### config.mk
export PLATFORM = sky130hd
export DESIGN_NAME = prio_irq_arbiter
export DESIGN_NICKNAME = d
export VERILOG_FILES = /design/src/rtl/irq_arb_pkg.sv /design/src/rtl/irq_line_gather.sv /design/src/rtl/irq_prio_pick.sv /design/src/rtl/prio_irq_arbiter.sv
export SDC_FILE = /design/constraint.sdc
export NUM_CORES = 1
export LEC_CHECK = 0
export ABC_CLOCK_PERIOD_IN_PS = 3600
export CAP_MARGIN = 25
export CORE_ASPECT_RATIO = 0.6
export CORE_MARGIN = 8
export CORE_UTILIZATION = 41
export DETAILED_ROUTE_END_ITERATION = 6
export PLACE_DENSITY = 0.79
export RECOVER_POWER = 100
export SYNTH_ARGS = -nofsm -noshare
export SYNTH_HDL_FRONTEND = slang
export SYNTH_SLANG_ARGS = --single-unit
export TNS_END_PERCENT = 5
### constraint.sdc
create_clock -name clk -period 3.6 [get_ports clk]
set_input_delay 0.72 -clock clk [delete_from_list [all_inputs] [get_ports clk]]
set_output_delay 0.72 -clock clk [all_outputs]
set_load 0.005 [all_outputs]
### src/rtl/irq_arb_pkg.sv
package irq_arb_pkg;
    localparam int NSRC   = 16;
    localparam int NLINES = 11;
    localparam int NCAND  = NLINES + 1;
    localparam int IDX_W  = $clog2(NCAND);
    localparam int VEC_W  = 16;
    localparam int STAT_W = 8;

    typedef struct packed {
        logic              irq;
        logic [IDX_W-1:0]  win;
        logic [VEC_W-1:0]  vec;
        logic              swi_pend;
        logic [NLINES-1:0] lines;
    } arb_state_t;

    // Priority 0..5 step down from 0xFFFC, 6..11 step down from 0xFFE6
    function automatic logic [VEC_W-1:0] vec_of(input logic [IDX_W-1:0] idx);
        logic [VEC_W-1:0] off;
        off = VEC_W'(idx) << 1;
        if (idx <= IDX_W'(5))
            vec_of = 16'hFFFC - off;
        else
            vec_of = 16'hFFF2 - off;
    endfunction
endpackage

### src/rtl/irq_line_gather.sv
module irq_line_gather
    import irq_arb_pkg::*;
(
    input  logic [NSRC-1:0]   flag_i,
    input  logic [NSRC-1:0]   en_i,
    output logic [NLINES-1:0] lines_o
);
    localparam int NDIRECT = 5;
    localparam int NTAIL   = 3;

    logic [NSRC-1:0] qual;
    assign qual = flag_i & en_i;

    for (genvar g = 0; g < NDIRECT; g++) begin : g_direct
        assign lines_o[g] = qual[g];
    end

    assign lines_o[5] = |qual[8:5];
    assign lines_o[6] = |qual[10:9];
    assign lines_o[7] = |qual[12:11];

    for (genvar t = 0; t < NTAIL; t++) begin : g_tail
        assign lines_o[8+t] = qual[13+t];
    end
endmodule

### src/rtl/irq_prio_pick.sv
module irq_prio_pick #(
    parameter int N  = 12,
    parameter int IW = 4
) (
    input  logic [N-1:0]  req_i,
    output logic          valid_o,
    output logic [IW-1:0] idx_o
);
    always_comb begin
        valid_o = 1'b0;
        idx_o   = '0;
        for (int i = N - 1; i >= 0; i--) begin
            if (req_i[i]) begin
                valid_o = 1'b1;
                idx_o   = IW'(i);
            end
        end
    end
endmodule

### src/rtl/prio_irq_arbiter.sv
module prio_irq_arbiter
    import irq_arb_pkg::*;
(
    input  logic              clk,
    input  logic              rst_n,
    input  logic [NSRC-1:0]   src_flag_i,
    input  logic [NSRC-1:0]   src_en_i,
    input  logic              gmask_i,
    input  logic              swi_stb_i,
    input  logic              ack_i,
    input  logic              stat_sel_i,
    output logic              irq_o,
    output logic [VEC_W-1:0]  vec_o,
    output logic [STAT_W-1:0] stat_rdata_o
);
    arb_state_t        st_d, st_q;
    logic [NLINES-1:0] lines_now;
    logic [NCAND-1:0]  cand;
    logic              pick_valid;
    logic [IDX_W-1:0]  pick_idx;

    irq_line_gather u_gather (
        .flag_i  (src_flag_i),
        .en_i    (src_en_i),
        .lines_o (lines_now)
    );

    assign cand = {lines_now & ~{NLINES{gmask_i}}, st_q.swi_pend};

    irq_prio_pick #(.N(NCAND), .IW(IDX_W)) u_pick (
        .req_i   (cand),
        .valid_o (pick_valid),
        .idx_o   (pick_idx)
    );

    always_comb begin
        st_d          = st_q;
        st_d.lines    = lines_now;
        st_d.swi_pend = st_q.swi_pend | swi_stb_i;
        if (st_q.irq) begin
            if (ack_i) begin
                st_d.irq = 1'b0;
                if (st_q.win == '0)
                    st_d.swi_pend = swi_stb_i;
            end
        end else if (pick_valid) begin
            st_d.irq = 1'b1;
            st_d.win = pick_idx;
            st_d.vec = vec_of(pick_idx);
        end
    end

    always_ff @(posedge clk) begin
        if (!rst_n)
            st_q <= '0;
        else
            st_q <= st_d;
    end

    assign irq_o = st_q.irq;
    assign vec_o = st_q.vec;

    always_comb begin
        if (stat_sel_i)
            stat_rdata_o = {2'b00, st_q.lines[10:5]};
        else
            stat_rdata_o = {1'b0, st_q.lines[4:0], 2'b00};
    end

    a_r10_hold_until_ack: assert property (@(posedge clk) disable iff (!rst_n)
        (irq_o && !ack_i) |=> (irq_o && $stable(vec_o)));

    a_r10_drop_on_ack: assert property (@(posedge clk) disable iff (!rst_n)
        (irq_o && ack_i) |=> !irq_o);

    a_r8_swi_wins: assert property (@(posedge clk) disable iff (!rst_n)
        (!irq_o && st_q.swi_pend) |=> (irq_o && vec_o == 16'hFFFC));

    a_r7_mask_blocks: assert property (@(posedge clk) disable iff (!rst_n)
        (!irq_o && !st_q.swi_pend && gmask_i) |=> !irq_o);
endmodule

Word level (Yosys, flattened, before mapping)
Index checks and enable logic that the tools add are counted.
{"block": "op_classes", "n_addsub": 2, "magnitude_cmp": 1, "muxes": 32, "bitwise_logic": 5, "n_reduce_logical": 5}
{"operator": "4-bit two-way mux", "count": 12}
{"operator": "21-bit two-way mux", "count": 1}
{"operator": "1-bit two-way mux", "count": 17}
{"operator": "16-bit bitwise AND", "count": 1}
{"operator": "16-bit two-way mux", "count": 1}
{"operator": "11-bit bitwise AND", "count": 1}
{"operator": "11-bit inverter", "count": 1}
{"operator": "7-bit two-way mux", "count": 1}
{"operator": "3-bit by 6-bit subtractor with 7-bit output, first input constant", "count": 1}
{"operator": "5-bit by 6-bit subtractor with 7-bit output, first input constant", "count": 1}
{"operator": "4-bit by 3-bit <= comparator with 1-bit output, second input constant", "count": 1}
{"operator": "4-bit zero test", "count": 1}
{"operator": "2-bit OR reduction", "count": 2}
{"operator": "4-bit OR reduction", "count": 1}
{"operator": "2-bit AND reduction", "count": 1}
{"operator": "1-bit inverter", "count": 1}
{"operator": "1-bit bitwise OR", "count": 1}
{"block": "totals", "reg_bits": 33, "inputBits": 38, "out_inout_bits": 25}

Depth between registers and ports, before layout
{"block": "logic_depth", "depth_word": 19, "mapped_depth": 11, "ltp_nobuf": 10}

By module
Synthesis repeated with hierarchy kept, for this count alone.
{"block": "hier_totals", "cells_unflattened": 166, "hier_area_um2": 1402.6}
{"mod": "prio_irq_arbiter", "n_inst": 1, "cells_each": 131, "area_each_um2": 1187.4, "seq_area_each_um2": 460.4}
{"mod": "irq_prio_pick", "n_inst": 1, "cells_each": 22, "area_each_um2": 128.9, "seq_area_each_um2": 0.0}
{"mod": "irq_line_gather", "n_inst": 1, "cells_each": 13, "area_each_um2": 86.3, "seq_area_each_um2": 0.0}

Worst setup path after synthesis
OpenSTA, ideal clock, no wires.
{"block": "synth_timing", "path_type": "input-to-reg", "start": "input port src_flag_i[11]", "end": "register st_q (netlist bit vec_o[3])", "setup_time_ps": 69, "t_arrival_ps": 2733, "setup_slack_ps": 798, "cell_stages": 10, "path_cell_list": "a222oi_1 > nand2b_1 > a211oi_1 > inv_1 > ha_1 > o41ai_1 > o2111ai_1 > a2111oi_0 > o21ai_1 > o21ai_1"}
{"block": "synth_via", "elab_chain_len": 14}
{"item": "start, declared", "line_no": "prio_irq_arbiter.sv:6", "text": "input logic [NSRC-1:0] src_flag_i,"}
{"item": "16-bit bitwise AND (*)", "line_no": "irq_line_gather.sv:12", "text": "assign qual = flag_i & en_i;"}
{"item": "2-bit OR reduction (*)", "line_no": "irq_line_gather.sv:20", "text": "assign lines_o[7] = |qual[12:11];"}
{"item": "11-bit bitwise AND (*)", "line_no": "prio_irq_arbiter.sv:28", "text": "assign cand = {lines_now & ~{NLINES{gmask_i}}, st_q.swi_pend};"}
{"item": "4-bit two-way mux (9 in a row)", "line_no": "irq_prio_pick.sv:13", "text": "if (req_i[i]) begin"}
{"item": "5-bit by 6-bit subtractor with 7-bit output, or another cell as far along", "line_no": "irq_arb_pkg.sv:24", "text": "vec_of = 16'hFFF2 - off;"}
{"item": "16-bit two-way mux", "line_no": "irq_arb_pkg.sv:21", "text": "if (idx <= IDX_W'(5))"}
{"item": "end signal, assigned", "line_no": "prio_irq_arbiter.sv:57", "text": "st_q <= st_d;"}
{"item": "end, declared", "line_no": "prio_irq_arbiter.sv:16", "text": "arb_state_t st_d, st_q;"}
Every way passes the cells marked *; elsewhere a longest branch is shown, timed or not.
A chain may end at the register's enable or synchronous reset.

Final worst setup path
{"block": "layout_timing", "start": "input port src_flag_i[4]", "end": "register st_q (netlist bit vec_o[3])"}
{"block": "layout_via", "elab_chain_len": 10}
{"item": "16-bit bitwise AND (*)", "line_no": "irq_line_gather.sv:12"}
{"item": "11-bit bitwise AND (*)", "line_no": "prio_irq_arbiter.sv:28"}
{"item": "4-bit two-way mux (6 in a row)", "line_no": "irq_prio_pick.sv:13"}
{"item": "5-bit by 6-bit subtractor with 7-bit output, or another cell as far along", "line_no": "irq_arb_pkg.sv:24"}
{"item": "16-bit two-way mux", "line_no": "irq_arb_pkg.sv:21"}
Marked as above.

==> reports/metrics.cfg <==
[placed_design]
portBuffers = 60
place_congestion = 0.915
place_inst = 247
place_hpwl_um = 3460

[critical_path]
timing.rr.end = vec_o[3]
cp_data_required_time_ps = 3750
critical_path.max_fanout = 9
slowest_delay_ps = 790
worst_setup_path_end_kind = register
crit_arrival_ps = 3500
crit_path_top_delay_cell = o41ai_2
critPathLaunchType = primary input
r2r_slack_ps = 1200
rr_worst_depth = 8
cp_cell_sequence = dlygate4sd3_1 -> a22o_1 -> or4_1 -> o41ai_2 -> a2111oi_0 -> o21ai_1 -> o21ai_0
rr_startpoint = cand[0]
crit_buf_inv = 1
path_class = in2reg
path_delay_family = compound AO/OA/AOI/OAI gates

[power]
totalPowerFinal_uw = 639
peakVddDrop_uv = 151
power_leakage_nw = 0.795
power_density_nw_per_um2 = 329

[detailed_routing]
routed_wl_um = 4270
ant_nets = 0
num_vias = 1378
drtPass1Iterations = 4
vias_per_cell = 5.49
initialDrtViolationCount = 124
drc_errors = 0
wl_per_cell_um = 17.0

[sta]
clock_skew_ps = 4.07
hold_viol = 0
setup_viol = 0
post-route-period-util_pct = 92.9
tightest_slew_ps = 786
relSlewSlack_pct = 47.0
clock.fmax_mhz = 299
setup_tns_ps = 0
final_max_slew_viol_count = 0
rsz0062_at_grt = false
fin_crit_ps = 3340

[clock_tree]
ctsResizeCount = 0
cts_setup_buffers = 0
h-tree-depth = 1
cts_made_buffers = 3
hold_buffers = 0
cts_tree = yes
cts_buffer_depth = 2
clk_pin_slew_ps = 80
root_buffer = clkbuf_8
insertion_delay_ps = 270
cts_sinks = 23

[global_route]
grt_pass1_wl_um = 6750
grt_max_degree = 25
antenna_found_initial = 0
grtUsageTotal_pct = 15.3
grt_pass1_vias = 1361
grt-ovfl-total = 0

[synth]
synthArstFlopShare_pct = 0
synthAdderAreaFrac_pct = 1.82
synth_cell_types = 44
synthCells = 160
syn_area_per_cell_um2 = 8.61
synth_edf_count = 0
yosys_warnings = 0
synthMuxAreaShare_pct = 3.27
ys_seq_elements = 23
synth_compound_area_share_pct = 28.2
dominantRegCellSynth = dfxtp_1
synth_top_family_by_area = compound AO/OA/AOI/OAI gates
syn_area_um2 = 1380
synth_xor_area_share_pct = 1.27
yosys.area_share.simple_pct = 20.0
seq_area_frac_synth_pct = 33.4

[final_layout]
antenna_cells = 0
final_common_cell = clkdlybuf4s50_1
area_growth_pct = 40.8
nNetsFinal = 247
drive_above_1_share_pct = 5.83
final_cell_mix = clkdlybuf4s50_1, dlygate4sd3_1, dfxtp_1
instances_no_fill = 251

[floorplan]
core_um2 = 3240
start_util_pct = 42.5
die_h_um = 60.9
rows = 16
fp.dieW_um = 90.8
boundaryPins = 63
die-area_um2 = 5530

[hold_path]
min_from = st_q[29]
hp-class = reg2reg
holdPathStages = 2
min_to = st_q[29]

[flow_run]
maxCapViolCount = 0

[run_status]
status = complete, no violations

==> power breakdown <==
group / total [mW] / internal [mW] / switching, mW
sequential: 0.283 / 0.272 / 0.0111
combinational: 0.192 / 0.106 / 0.0858
clock: 0.164 / 0.0792 / 0.0848
total: 0.639 / 0.457 / 0.182
==> metal layers <==
| metal | track usage, % | vias to the layer above | part of all wire [%] |
|---|---|---|---|
| met5 | 0 | - | 0 |
| met4 | 5.31 | 0 | 1.9 |
| met3 | 5.43 | 8 | 7.0 |
| met2 | 22.3 | 67 | 41 |
| met1 | 20.3 | 636 | 50 |
| li1 | - | 667 | - |
==> worst max-delay path by stage <==
stage                     depth (start not counted)       end            from
after global placement                           11  vec_o[3]  src_flag_i[11]
after global routing                             11  vec_o[3]  src_flag_i[11]
after CTS                                        11  vec_o[3]  src_flag_i[11]
after detailed placement                         11  vec_o[3]  src_flag_i[11]
final                                             7  vec_o[3]   src_flag_i[4]
after floorplan                                  10  vec_o[3]  src_flag_i[11]
==> flip-flops by register name (all words and copies together), names as in the netlist <==
register	flops
cand	1
irq_o	1
st_q	15
vec_o	6
==> synthesized netlist by cell type, drive strengths merged, types with 2 or more instances <==
library cell  count  area (um^2)
dfxtp            23          460
buf              18          133
a21oi            10         53.8
and3             10         63.8
nand2            10         37.5
and2              8         50.1
o21ai             8         40.0
a22o              7         61.3
nor2              6         22.5
nor2b             6         37.5
inv               5         18.8
a22oi             4         30.0
mux2              4         45.0
nand3             4         20.0
a31oi             3         18.8
clkbuf            3         11.3
nor4              3         18.8
a211o             2         18.8
a211oi            2         15.0
a222oi            2         20.0
ha                2         25.0
nand2b            2         12.5
o21a              2         15.0
o41ai             2         36.3
==> cells by family (layout without fill, tap and decap cells) <==
family                     count (synthesis)  in the layout
xor gates and xnor gates                   2              2
other                                      1              2
and+or+nand+nor                           51             51
muxes                                      4              4
buffers and inverters                     26             71
adders and majority gates                  2              2
DFF                                       23             23
AOI/OAI and AO/OA                         51             51
==> cell type report <==
| type | instances | area (um^2) |
|---|---|---|
| Multi-Input combinational cell | 112 | 743 |
| Timing Repair Buffer | 62 | 616 |
| Clock buffer | 4 | 45.0 |
| Sequential cell | 23 | 460 |
| Tap cell | 45 | 56.3 |
| Fill cell | 294 | 1300 |
| Inverter | 5 | 18.8 |
==> worst min-delay path, stage by stage, from the launching register on <==
cell,delay [ps]
dfxtp_1,320
nand2_1,50
a21boi_1,50
==> stage by stage <==
| step | instance area [um^2] | setup WS (ps) | hold slack [ps] | util (%) |
|---|---|---|---|---|
| CTS | 1950 | 333 | 461 | 60.3 |
| global route | 1940 | 70.6 | 474 | 59.8 |
| finish | 1940 | 256 | 461 | 59.8 |
| detailed placement | 1910 | 80.2 | 449 | 58.9 |
| floorplan | 1380 | 798 | 435 | - |
| global placement | 1910 | 88.8 | 450 | 58.9 |
(Power assumes the default switching activity.)
